==> src/rtl/uart_tx_pkg.sv <==
package uart_tx_pkg;
  localparam int DATA_W  = 9;
  localparam int FRAME_W = 13;  // start + 9 data + parity + 2 stop
  localparam int LEN_W   = 4;

  function automatic logic [LEN_W-1:0] data_bits(input logic [1:0] len);
    case (len)
      2'b00:   return 4'd7;
      2'b01:   return 4'd8;
      default: return 4'd9;
    endcase
  endfunction

  // bits on the line, LSB first; unused upper positions are ones
  function automatic logic [FRAME_W-1:0] build_frame(input logic [DATA_W-1:0] d,
                                                     input logic [1:0] len,
                                                     input logic pe, input logic po);
    logic [9:0] body;
    logic p7, p8, p9;
    p7 = po ^ (^d[6:0]);
    p8 = po ^ (^d[7:0]);
    p9 = po ^ (^d);
    case (len)
      2'b00:   body = {2'b11, (pe ? p7 : 1'b1), d[6:0]};
      2'b01:   body = {1'b1, (pe ? p8 : 1'b1), d[7:0]};
      default: body = {(pe ? p9 : 1'b1), d};
    endcase
    return {2'b11, body, 1'b0};
  endfunction

  function automatic logic [LEN_W-1:0] frame_bits(input logic [1:0] len, input logic pe,
                                                  input logic s2);
    return 4'd2 + data_bits(len) + {3'b000, pe} + {3'b000, s2};
  endfunction
endpackage

==> src/rtl/uart_tx_baud.sv <==
module uart_tx_baud #(
  parameter int N_W = 8
) (
  input  logic           clk_i,
  input  logic           rst_ni,
  input  logic           run_i,
  input  logic           clk_en_i,
  input  logic [N_W-1:0] n_i,
  output logic           tick_o
);
  localparam int CNT_W = N_W + 4;

  logic [CNT_W-1:0] cnt_q;
  logic [CNT_W-1:0] limit;

  assign limit  = {n_i, 4'hF};  // 16(n+1)-1
  assign tick_o = run_i && clk_en_i && (cnt_q >= limit);

  always_ff @(posedge clk_i or negedge rst_ni) begin
    if (!rst_ni)       cnt_q <= '0;
    else if (!run_i)   cnt_q <= '0;
    else if (tick_o)   cnt_q <= '0;
    else if (clk_en_i) cnt_q <= cnt_q + 1'b1;
  end
endmodule

==> src/rtl/uart_tx_shift.sv <==
module uart_tx_shift import uart_tx_pkg::*; (
  input  logic               clk_i,
  input  logic               rst_ni,
  input  logic               tx_en_i,
  input  logic               tick_i,
  input  logic               load_i,
  input  logic [FRAME_W-1:0] frame_i,
  input  logic [LEN_W-1:0]   len_i,
  output logic               txd_o,
  output logic               busy_o,
  output logic               last_o
);
  logic [FRAME_W-1:0] sr_q;
  logic [LEN_W-1:0]   left_q;
  logic               busy_q;

  always_ff @(posedge clk_i or negedge rst_ni) begin
    if (!rst_ni) begin
      sr_q   <= '1;
      left_q <= '0;
      busy_q <= 1'b0;
    end else if (!tx_en_i) begin
      sr_q   <= '1;
      left_q <= '0;
      busy_q <= 1'b0;
    end else if (load_i) begin
      sr_q   <= frame_i;
      left_q <= len_i - 4'd1;
      busy_q <= 1'b1;
    end else if (tick_i && busy_q) begin
      if (left_q == '0) begin
        busy_q <= 1'b0;
        sr_q   <= '1;
      end else begin
        sr_q   <= {1'b1, sr_q[FRAME_W-1:1]};
        left_q <= left_q - 4'd1;
      end
    end
  end

  assign txd_o  = sr_q[0];
  assign busy_o = busy_q;
  assign last_o = busy_q && (left_q == '0);
endmodule

==> src/rtl/uart_tx_dbuf.sv <==
module uart_tx_dbuf import uart_tx_pkg::*; #(
  parameter int N_W = 8
) (
  input  logic              clk_i,
  input  logic              rst_ni,
  input  logic              clk_en_i,
  input  logic              tx_en_i,
  input  logic              wr_i,
  input  logic [DATA_W-1:0] wr_data_i,
  input  logic [1:0]        data_len_i,
  input  logic              par_en_i,
  input  logic              par_odd_i,
  input  logic              stop2_i,
  input  logic [N_W-1:0]    baud_n_i,
  input  logic              cts_en_i,
  input  logic              cts_ni,
  input  logic              irq_sel_i,
  input  logic              irq_ack_i,
  output logic              txd_o,
  output logic              buf_empty_o,
  output logic              tx_empty_o,
  output logic              irq_o
);
  logic              buf_full_q, hold_q, irq_q;
  logic [DATA_W-1:0] buf_q;
  logic              tick, busy, last, boundary, cts_ok, load, done_evt, irq_set;
  logic [FRAME_W-1:0] frame;
  logic [LEN_W-1:0]   flen;

  assign cts_ok   = !cts_en_i || !cts_ni;
  assign boundary = tick && (!busy || last);
  // held frame starts the moment clear-to-send allows it
  assign load     = tx_en_i && buf_full_q && (hold_q ? cts_ok : (boundary && cts_ok));
  assign done_evt = boundary && busy && !buf_full_q;
  assign irq_set  = irq_sel_i ? done_evt : load;
  assign frame    = build_frame(buf_q, data_len_i, par_en_i, par_odd_i);
  assign flen     = frame_bits(data_len_i, par_en_i, stop2_i);

  uart_tx_baud #(.N_W(N_W)) i_baud (
    .clk_i    (clk_i),
    .rst_ni   (rst_ni),
    .run_i    (tx_en_i && !hold_q),
    .clk_en_i (clk_en_i),
    .n_i      (baud_n_i),
    .tick_o   (tick)
  );

  uart_tx_shift i_shift (
    .clk_i   (clk_i),
    .rst_ni  (rst_ni),
    .tx_en_i (tx_en_i),
    .tick_i  (tick),
    .load_i  (load),
    .frame_i (frame),
    .len_i   (flen),
    .txd_o   (txd_o),
    .busy_o  (busy),
    .last_o  (last)
  );

  always_ff @(posedge clk_i or negedge rst_ni) begin
    if (!rst_ni) begin
      buf_full_q <= 1'b0;
      buf_q      <= '0;
    end else if (wr_i) begin
      buf_full_q <= 1'b1;
      buf_q      <= wr_data_i;
    end else if (load) begin
      buf_full_q <= 1'b0;
    end
  end

  always_ff @(posedge clk_i or negedge rst_ni) begin
    if (!rst_ni)                                    hold_q <= 1'b0;
    else if (!tx_en_i || load)                      hold_q <= 1'b0;
    else if (boundary && buf_full_q && !cts_ok)     hold_q <= 1'b1;
  end

  always_ff @(posedge clk_i or negedge rst_ni) begin
    if (!rst_ni)        irq_q <= 1'b0;
    else if (irq_set)   irq_q <= 1'b1;
    else if (irq_ack_i) irq_q <= 1'b0;
  end

  assign buf_empty_o = !buf_full_q;
  assign tx_empty_o  = !busy && !buf_full_q;
  assign irq_o       = irq_q;
endmodule

==> config.mk <==
export PLATFORM = sky130hd
export DESIGN_NAME = uart_tx_dbuf
export DESIGN_NICKNAME = d
export VERILOG_FILES = /design/src/rtl/uart_tx_pkg.sv /design/src/rtl/uart_tx_baud.sv /design/src/rtl/uart_tx_shift.sv /design/src/rtl/uart_tx_dbuf.sv
export SDC_FILE = /design/constraint.sdc
export NUM_CORES = 1
export LEC_CHECK = 0
export BUFFER_PORTS_ARGS = -buffer_cell sky130_fd_sc_hd__buf_2
export CAP_MARGIN = 20
export CORE_AREA = 3 3 77 151
export DETAILED_ROUTE_END_ITERATION = 10
export DIE_AREA = 0 0 80 154
export GPL_ROUTABILITY_DRIVEN = 0
export PLACE_DENSITY = 0.49
export SYNTH_ARGS = -nofsm -noshare
export SYNTH_HDL_FRONTEND = slang
export SYNTH_SLANG_ARGS = --single-unit
==> constraint.sdc <==
create_clock -name clk_i -period 3.4 [get_ports clk_i]
set_clock_uncertainty 0.1 [all_clocks]
set_input_delay 0.17 -clock clk_i [delete_from_list [all_inputs] [get_ports clk_i]]
set_output_delay 0.17 -clock clk_i [all_outputs]
set_load 0.05 [all_outputs]
# Word-level counts from Yosys, hierarchy flattened
# Index checks and enable logic that the tools add are counted.
[op_classes]
order_cmp = 1
reduce_logical = 34
bitwise_logic = 3
mux = 28
addsub = 6
eq_ne = 5
[op_table]
columns = ["op", "n"]
rows = [
  ["$mux W12", 4],
  ["$mux W13", 3],
  ["$pmux W10 S2", 1],
  ["$mux W4", 4],
  ["$mux W1", 15],
  ["$logic_and A1 B1 Y1", 14],
  ["$add A12 B1 Y12 const B", 1],
  ["$ge A12 B12 Y1", 1],
  ["$reduce_xor A9 Y1", 1],
  ["$add A4 B1 Y4", 2],
  ["$pmux W4 S2", 1],
  ["$reduce_xor A8 Y1", 1],
  ["$sub A4 B1 Y4 const B", 2],
  ["$logic_not A1 Y1", 7],
  ["$reduce_xor A7 Y1", 1],
  ["$ne A3 B1 Y1 const B", 2],
  ["$reduce_bool A2 Y1", 3],
  ["$add A2 B4 Y4 const A", 1],
  ["$logic_not A4 Y1", 1],
  ["$reduce_and A2 Y1", 2],
  ["$logic_or A1 B1 Y1", 3],
  ["$ne A3 B2 Y1 const B", 1],
  ["$ne A3 B3 Y1 const B", 1],
  ["$xor A1 B1 Y1", 3],
  ["2 further kinds", 2],
]
[totals]
regBits = 42
input_bits = 31

# Logic depth before layout (Yosys ltp)
# Gate-level depths: netlist of run 1.
[depth]
depth_word = 10
mapped_depth = 10

# Hierarchy
# Synthesis of run 1 repeated with hierarchy kept, for this count alone.
[unflattened]
cells_unflattened = 274
hier_area_um2 = 2610.0
[modules_own_cells]
columns = ["mod", "instances", "cells_per_inst", "seq_area_each_um2", "area_per_inst_um2"]
rows = [
  ["uart_tx_shift", 1, 99, 466.7, 972.2],
  ["uart_tx_baud", 1, 116, 300.3, 963.4],
  ["uart_tx_dbuf", 1, 59, 300.3, 674.4],
]

# Least setup slack after synthesis of run 1
# OpenSTA, ideal clock, no wires.
[synth_timing]
path_kind = "register to register"
startpoint = "reg i_baud.cnt_q[9]"
endpoint = "reg i_shift.sr_q[2]"
path_stages_with_launch = 8
n_path_buf = 1
slack_ps = 1093
synth_period_minus_slack_ps = 2307
t_arrival_ps = 2125
path_cell_list = "dfrtp_1 -> ha_1 -> o21ai_0 -> a211oi_2 -> nand3_1 -> o21ai_1 -> buf_2 -> mux2_2"
[synth_via]
elab_chain_len = 8
elab_cells_between_ends = 10
classes_between = "1 x order compare; 1 x eq/ne; 3 x mux; 5 x reduce/logical"
[synth_lines]
columns = ["element", "line", "source"]
rows = [
  ["start, declared", "uart_tx_baud.sv:13", "logic [CNT_W-1:0] cnt_q;"],
  ["start signal, assigned", "uart_tx_baud.sv:23", "else if (clk_en_i) cnt_q <= cnt_q + 1'b1;"],
  ["$ge A12 B12 Y1 (*)", "uart_tx_baud.sv:17", "assign tick_o = run_i && clk_en_i && (cnt_q >= limit);"],
  ["$logic_and A1 B1 Y1 (*)", "uart_tx_baud.sv:17", ""],
  ["$logic_and A1 B1 Y1", "uart_tx_dbuf.sv:31", "assign boundary = tick && (!busy || last);"],
  ["$logic_and A1 B1 Y1", "uart_tx_dbuf.sv:33", "assign load = tx_en_i && buf_full_q && (hold_q ? cts_ok : (boundary && cts_ok));"],
  ["$mux W1", "uart_tx_dbuf.sv:33", ""],
  ["$logic_and A1 B1 Y1", "uart_tx_dbuf.sv:33", ""],
  ["$mux W13", "uart_tx_shift.sv:26", "end else if (load_i) begin"],
  ["$mux W13", "uart_tx_shift.sv:22", "end else if (!tx_en_i) begin"],
  ["end signal, assigned", "uart_tx_shift.sv:27", "sr_q <= frame_i;"],
  ["end signal, assigned", "uart_tx_shift.sv:35", "sr_q <= {1'b1, sr_q[FRAME_W-1:1]};"],
  ["end, declared", "uart_tx_shift.sv:13", "logic [FRAME_W-1:0] sr_q;"],
]
# Every way passes the cells marked *; elsewhere a longest branch is shown, timed or not.
# A chain may end at the register's enable or synchronous reset.

# Worst setup path in the final report of run 1
[layout_timing]
startpoint = "reg i_baud.cnt_q[5]"
endpoint = "reg i_shift.left_q[1]"
[layout_via]
elab_chain_len = 8
elab_cells_between_ends = 12
classes_between = "1 x order compare; 2 x eq/ne; 3 x mux; 6 x reduce/logical"
[layout_lines]
columns = ["element", "line", "source"]
rows = [
  ["$ge A12 B12 Y1 (*)", "uart_tx_baud.sv:17", ""],
  ["$logic_and A1 B1 Y1 (*)", "uart_tx_baud.sv:17", ""],
  ["$logic_and A1 B1 Y1", "uart_tx_dbuf.sv:31", ""],
  ["$logic_and A1 B1 Y1", "uart_tx_dbuf.sv:33", ""],
  ["$mux W1", "uart_tx_dbuf.sv:33", ""],
  ["$logic_and A1 B1 Y1", "uart_tx_dbuf.sv:33", ""],
  ["$ne A3 B3 Y1 (no line) (tied with other cells)", "--", ""],
  ["$reduce_and A2 Y1 (no line) / $mux W4 (equally long branches)", "--", ""],
  ["end signal, assigned", "uart_tx_shift.sv:28", "left_q <= len_i - 4'd1;"],
  ["end signal, assigned", "uart_tx_shift.sv:36", "left_q <= left_q - 4'd1;"],
  ["end, declared", "uart_tx_shift.sv:14", "logic [LEN_W-1:0] left_q;"],
]
# Marked as above.

==> results by group, run 1 <==
Clock network
  • Clk buf depth: 2
  • Clock transition time at the flip-flop clock pins of the worst setup and hold paths: 60 ps
  • TritonCTS clock tree: built
  • Clock latency reported for the late side of the worst-skew pair: 280 ps
  • Clock buffer count from CTS: 5
  • H-Tree Depth: 2
  • Number of setup buffers added after CTS: 0
  • Root buffer selected by CTS: sky130_fd_sc_hd__clkbuf_16
  • Number of buffers added to fix hold violations after cts: 6
  • CTS-repair resized insts: 0
  • Sink count of the clock tree: 40

Final layout
  • Non-filler instance count after layout: 443
  • Final Cell Area: 0.003057 mm²
  • Fraction of layout cells with a size suffix above 1: 24.18%
  • Number of inserted filler cells in the final layout: 1,160
  • Ant diodes: 0
  • Final-stage net count: 352
  • Synth-to-Final Area Change: 21.54%

Detailed routing
  • Drt pass-1 iters: 4
  • Iteration-0 DRC Markers: 52
  • Drt via density: 4.603
  • Number of nets with antenna violations after routing: 0
  • Wire length per cell after detailed routing: 13.90 µm
  • DRC Markers: 0
  • Post-detailed-routing wire length: 6157 µm
  • Detailed-route via count: 2,039

Yosys
  • Cell area after technology mapping: 0.002515 mm²
  • Count of yosys warnings during synthesis: 0
  • Sequential-to-total area share from yosys stat: 40.35%
  • Number of unique standard cell types used by synthesis: 51
  • Async S/R FF share, synth: 100.0%
  • Syn_area_per_cell: 9.526 µm²
  • Fraction of post-synthesis cell area in the top cell type by area: 28.86%
  • Mapped Nets: 311
  • Post-Synthesis Cells: 264
  • Count of state elements after synthesis: 40
  • Number of flops mapped to enable cells by yosys: 0
  • Library cell with the largest summed area after synthesis: sky130_fd_sc_hd__dfrtp_1
  • Most used DFF post-synth: sky130_fd_sc_hd__dfrtp_1
  • Top area cells in the synthesized netlist: sky130_fd_sc_hd__dfrtp_1, sky130_fd_sc_hd__dfstp_2, sky130_fd_sc_hd__ha_1

Critical path
  • Largest fanout on the critical path: 14
  • Cell-by-cell trace of the critical path: ha_1 > and4_1 > a211o_1 > o211ai_4 > a21o_1 > mux2_1 > mux2i_1
  • Kind of critical path: register to register
  • Data arrival at the endpoint of the critical path: 2790 ps
  • Slowest stage delay, CP: 500 ps
  • Required time at the endpoint of the critical path: 3510 ps
  • Slowest stage cell on the critical path: sky130_fd_sc_hd__a21o_1
  • Endpoint type of the worst setup path: register
  • Category of the worst setup path launch point: register

STA
  • Worst Max-Slew Pin Slew: 904.0 ps
  • Normalized max-slew margin: 39.73%
  • Fmax: 372.3 MHz
  • Setup repair after global routing missed its margin: no
  • Worst-case hold slack: 18.45 ps
  • Max-slew violation count: 0
  • Final number of hold-violating endpoints: 0
  • Setup violation total in the final timing report: 0
  • Accumulated negative setup slack: 0 ps
  • Min Tclk post-route: 2686 ps
  • Post-route fraction of the period consumed by the critical path: 79.00%

Global routing
  • Number of global-route vias before repair: 2,177
  • Global-route total usage across every layer: 10.76%
  • Final global-route overflow total: 0
  • First-pass GRT wire length: 10,280 µm
  • Initial antenna violation count: 0
  • Largest net degree at the start of global routing: 41

Die
  • Cell Rows: 53
  • Placeable core area: 0.01061 mm²
  • I/O pin total: 35
  • Initial standard-cell utilization of the core: 23.70%
  • Die Outline Area: 0.01232 mm²
  • Horizontal die dimension: 80 µm
  • Die Height: 154 µm

Placement
  • HPWL after detailed placement: 4854 µm
  • Post-place instance area: 0.002829 mm²
  • Count of input and output buffers: 34
  • Number of placed instances with taps included: 429

Outcome
  • Outcome: finished, final reports clean

Power and ir drop
  • Final Total Pwr: 1.270 mW
  • Static leakage: 1.393 nW
  • Worst VDD drop: 0.1730 mV
  • Power per unit of standard cell area: 415.6 mW/mm²

Worst hold path
  • Path class of the lowest-slack min-delay path: input port to register

Run
  • Max-cap viol count: 0
==> cell usage in the layout (no fill, tap or decap), types with 2 or more instances in the layout <==
cell type	instances
sky130_fd_sc_hd__xnor2_1	10
sky130_fd_sc_hd__and4_1	2
sky130_fd_sc_hd__xor2_1	4
sky130_fd_sc_hd__a21o_1	3
sky130_fd_sc_hd__dfrtp_1	29
sky130_fd_sc_hd__nor2b_1	2
sky130_fd_sc_hd__nand4_1	2
sky130_fd_sc_hd__buf_4	3
sky130_fd_sc_hd__a31oi_1	2
sky130_fd_sc_hd__a22o_1	5
sky130_fd_sc_hd__clkbuf_16	5
sky130_fd_sc_hd__nor3_1	12
sky130_fd_sc_hd__o21ai_0	27
sky130_fd_sc_hd__mux2i_1	6
sky130_fd_sc_hd__dlygate4sd3_1	6
sky130_fd_sc_hd__nor2_1	17
sky130_fd_sc_hd__dfstp_2	11
sky130_fd_sc_hd__nand3_1	3
sky130_fd_sc_hd__ha_1	15
sky130_fd_sc_hd__inv_1	24
sky130_fd_sc_hd__and3_1	6
sky130_fd_sc_hd__buf_2	34
sky130_fd_sc_hd__nand3b_1	2
sky130_fd_sc_hd__a211oi_1	5
sky130_fd_sc_hd__nand2_1	22
sky130_fd_sc_hd__mux2_2	12
sky130_fd_sc_hd__a21oi_1	8
sky130_fd_sc_hd__o22ai_1	3
==> where the power goes <==
group / internal, mW / switching, mW / total, mW
registers: 0.503 / 0.0201 / 0.524
clock network: 0.345 / 0.191 / 0.536
logic: 0.0965 / 0.115 / 0.211
total: 0.945 / 0.326 / 1.27
==> final timing paths <==
| path | startpoint | endpoint | slack, ps | depth (start not counted) |
|---|---|---|---|---|
| setup / recovery | i_baud.cnt_q[5] | i_shift.left_q[1] | 710 | 7 |
| hold / removal | wr_data_i[7] | buf_q[7] | 20 | 2 |
| setup reg to reg | i_baud.cnt_q[5] | i_shift.left_q[1] | 710 | 7 |
| hold reg to reg | i_shift.sr_q[0] | i_shift.sr_q[0] | 380 | 2 |
| max in group asynchronous | rst_ni | i_shift.busy_o | 2170 | 2 |
| min in group asynchronous | rst_ni | buf_q[7] | 450 | 2 |
==> synthesized netlist by cell type, drive strengths merged (2+ instances only) <==
master and n:
a21oi 9, xnor2 10, a211oi 6, mux2i 6, and4 2, nand2 22
o22ai 3, a21o 3, inv 24, dfstp 11, xor2 4, ha 15
a31oi 2, o211ai 2, dfrtp 29, nor3 12, mux2 13, nor2 17
o21ai 28, buf 4, clkbuf 5, nand3 3, nand3b 2, a22o 5
and3 6, nor2b 2, nand4 2
==> final cells by class <==
cell class | count | area, µm² | share of cell area, %
multi-input cells | 191 | 1360 | 44.49
flip-flops and latches | 40 | 1015 | 33.20
repair buffers | 43 | 252.7 | 8.269
well taps | 137 | 171.4 | 5.608
inverters | 24 | 90.09 | 2.947
clock inverters | 3 | 42.54 | 1.392
clock buffers | 5 | 125.1 | 4.093
==> cells by family (layout without fill, tap and decap cells) <==
| logic type | Yosys count | count (layout) | synth area share [%] |
|---|---|---|---|
| simple gates | 73 | 73 | 14.08 |
| compound gates | 69 | 69 | 18.66 |
| flops | 40 | 40 | 40.35 |
| buf+inv | 33 | 75 | 5.572 |
| mux | 19 | 19 | 8.209 |
| fa+ha+maj | 16 | 16 | 8.259 |
| xor+xnor | 14 | 14 | 4.875 |
==> metal layers <==
metal | up-vias | GRT usage [%] | part of all wire [%]
met1 | 977 | 10.60 | 36
met3 | 13 | 2.169 | 3.3
met4 | 0 | 4.512 | 2.6
met2 | 36 | 20.77 | 58
li1 | 1013 | - | -
met5 | - | 0 | 0
==> stage by stage <==
stage	setup WS, ps	utilization, %
after global routing	482.6	28.81
after global placement	723.1	26.66
after floorplan	1093	-
after detailed placement	709.0	26.66
after CTS	678.7	28.81
final	714.1	28.81
==> registers in the layout, indices dropped and copies added, names as in the netlist <==
signal,flops
hold_q,1
buf_q,9
irq_o,1
i_baud.cnt_q,12
i_shift.sr_q,11
i_shift.left_q,4
i_shift.busy_o,1
buf_full_q,1
==> critical path, delay by kind of cell (launching register included) <==
| family | cells | cell delay [ps] |
|---|---|---|
| AND/OR/NAND/NOR | 1 | 190 |
| multiplexers | 2 | 510 |
| flip-flops | 1 | 410 |
| adder cells (fa/ha/maj) | 1 | 290 |
| AO/OA/AOI/OAI | 3 | 1100 |
(Power assumes the default switching activity.)
==> run 2: changes to the inputs <==
PLACE_DENSITY = 0.51   (was 0.49)
clock period = 2.3 ns   (was 3.4 ns; I/O delays follow)
==> results by group, run 2 (synthesized netlist as in run 1, its figures left out) <==
STA
  • Setup violation total in the final timing report: 1
  • Min Tclk post-route: 2301 ps
  • Worst Max-Slew Pin Slew: 958.2 ps
  • Normalized max-slew margin: 36.12%
  • Post-route fraction of the period consumed by the critical path: 100.0%
  • Fmax: 434.6 MHz
  • Max-slew violation count: 0
  • Setup repair after global routing missed its margin: yes
  • Final number of hold-violating endpoints: 0
  • Worst path setup slack after routing: -0.7296 ps

Die
  • Placeable core area: 0.01061 mm²
  • Horizontal die dimension: 80 µm
  • I/O pin total: 35
  • Initial standard-cell utilization of the core: 23.70%
  • Cell Rows: 53
  • Die Height: 154 µm
  • Die Outline Area: 0.01232 mm²

Final layout
  • Synth-to-Final Area Change: 44.78%
  • Fraction of layout cells with a size suffix above 1: 39.94%
  • Largest register FFs: 12
  • End-of-flow core utilization: 34.32%
  • Most frequent cells in the layout: sky130_fd_sc_hd__buf_4, sky130_fd_sc_hd__buf_2, sky130_fd_sc_hd__dfrtp_1
  • Final Cell Area: 0.003641 mm²
  • Non-filler instance count after layout: 490
  • Most common library cell in the layout ignoring fill and taps: sky130_fd_sc_hd__buf_4
  • Most flops, register: i_baud.cnt_q
  • Ant diodes: 0
  • Final-stage net count: 399
  • Top flop regs: i_baud.cnt_q (12), i_shift.sr_q (11), buf_q (9)

Placement
  • Count of input and output buffers: 34
  • HPWL after detailed placement: 5210 µm
  • Post-place instance area: 0.003098 mm²
  • Number of placed instances with taps included: 461

Global routing
  • Initial antenna violation count: 0
  • Met1 track demand over resource in global routing: 11.68%
  • Number of global-route vias before repair: 2,365
  • GR met3 Demand/Resource: 1.758%
  • Grt peak-use layer: met2
  • Largest net degree at the start of global routing: 41
  • Final global-route overflow total: 0
  • Global-route total usage across every layer: 11.66%
  • First-pass GRT wire length: 11,260 µm
  • GR Layer Usage met2: 23.26%

Detailed routing
  • Iteration-0 DRC Markers: 67
  • Post-detailed-routing wire length: 7009 µm
  • Drt via density: 4.541
  • Number of nets with antenna violations after routing: 0
  • Wire length per cell after detailed routing: 14.30 µm
  • Detailed-route via count: 2,225
  • DRC Markers: 0
  • Drt pass-1 iters: 4

Outcome
  • Outcome: complete, but fails checks
  • Violated checks: negative setup slack

Critical path
  • Data arrival at the endpoint of the critical path: 2440 ps
  • Required time at the endpoint of the critical path: 2440 ps
  • Kind of critical path: register to register
  • Number of cells on the worst reg-to-reg path: 8
  • Largest fanout on the critical path: 9
  • Endpoint type of the worst setup path: register
  • Category of the worst setup path launch point: register

Clock network
  • TritonCTS clock tree: built
  • Root buffer selected by CTS: sky130_fd_sc_hd__clkbuf_16
  • Clock transition time at the flip-flop clock pins of the worst setup and hold paths: 60 ps
  • Clock buffer count from CTS: 5
  • Clock latency reported for the late side of the worst-skew pair: 290 ps
  • H-Tree Depth: 2
  • Sink count of the clock tree: 40
  • Clk buf depth: 2

Power and ir drop
  • Power per unit of standard cell area: 541.2 mW/mm²
  • Static leakage: 1.666 nW
  • Final Total Pwr: 1.970 mW
  • Worst VDD drop: 0.2635 mV

Run
  • Max-cap viol count: 0

Worst hold path
  • Hold Path Cell Cnt: 3
  • Path class of the lowest-slack min-delay path: input port to register
run 2: changes by cell type in the layout (fill, tap and decap cells not counted), moves of 3 or more:
| cell | before | now |
|---|---|---|
| sky130_fd_sc_hd__nor3_1 | 12 | 9 |
| sky130_fd_sc_hd__ha_1 | 15 | 12 |
| sky130_fd_sc_hd__o21ai_0 | 27 | 19 |
| sky130_fd_sc_hd__a211oi_2 | 1 | 6 |
| sky130_fd_sc_hd__buf_4 | 3 | 39 |
| sky130_fd_sc_hd__dlygate4sd3_1 | 6 | 13 |
| sky130_fd_sc_hd__a211oi_1 | 5 | 0 |
| sky130_fd_sc_hd__nor3_2 | 0 | 3 |
| sky130_fd_sc_hd__o21ai_1 | 1 | 6 |
| sky130_fd_sc_hd__ha_4 | 0 | 3 |
run 2: area by class of cell:
type	instances	area (µm²)
clock buffers	5	125.1
clock inverters	3	42.54
fillers	1110	6969
inverters	24	90.09
multi-input cells	191	1528
flip-flops and latches	40	1015
well taps	137	171.4
repair buffers	90	669.4
run 2: what timing repair did:
item | in CTS | in global routing
cloned | 0 | 1
endpoints found under the setup margin | 22 | 23
hold buffers | 13 | 0
endpoints found under the hold margin | 40 | 0
buffers inserted | 2 | 5
pin swaps | 2 | 11
gates resized for setup | 11 | 30
run 2: stage by stage:
| step | worst slack [ps] | setup TNS [ps] | hold WS, ps |
|---|---|---|---|
| finish | -0.7296 | -0.7296 | 26.94 |
| global placement | -170.5 | -1295 | 216.8 |
| detailed placement | -224.7 | -2328 | 227.3 |
| CTS | -4.570 | -4.570 | 15.50 |
| global route | -76.36 | -551.7 | 53.74 |
| floorplan | 3.316 | 0 | -280.6 |
run 2: worst paths after layout:
kind | startpoint | endpoint | slack (ps)
min in group asynchronous | rst_ni | buf_q[8] | 410
max in group asynchronous | rst_ni | irq_o | 1090
min reg2reg | i_shift.sr_q[0] | i_shift.sr_q[0] | 380
min | tx_en_i | hold_q | 30
max reg2reg | i_baud.cnt_q[7] | i_shift.sr_q[2] | -0.7
max | i_baud.cnt_q[7] | i_shift.sr_q[2] | -0.7
run 2: worst max-delay path: stages (launching register included):
cell	delay (ps)
sky130_fd_sc_hd__dfrtp_1	380
sky130_fd_sc_hd__ha_1	280
sky130_fd_sc_hd__and4_1	220
sky130_fd_sc_hd__a211o_4	370
sky130_fd_sc_hd__o211ai_4	210
sky130_fd_sc_hd__a21o_4	190
sky130_fd_sc_hd__buf_12	140
sky130_fd_sc_hd__mux2i_2	200
sky130_fd_sc_hd__mux2_4	160
run 2: routing by layer:
metal	up-vias	share of wire, %
met3	11	2.4
met2	33	58
met4	0	2.3
met5	-	0
li1	1114	-
met1	1067	38
run 2: power breakdown:
group | total, mW | switching (mW) | internal, mW
clock | 0.808 | 0.298 | 0.510
combinational | 0.390 | 0.200 | 0.190
sequential | 0.772 | 0.0283 | 0.744
total | 1.97 | 0.526 | 1.44
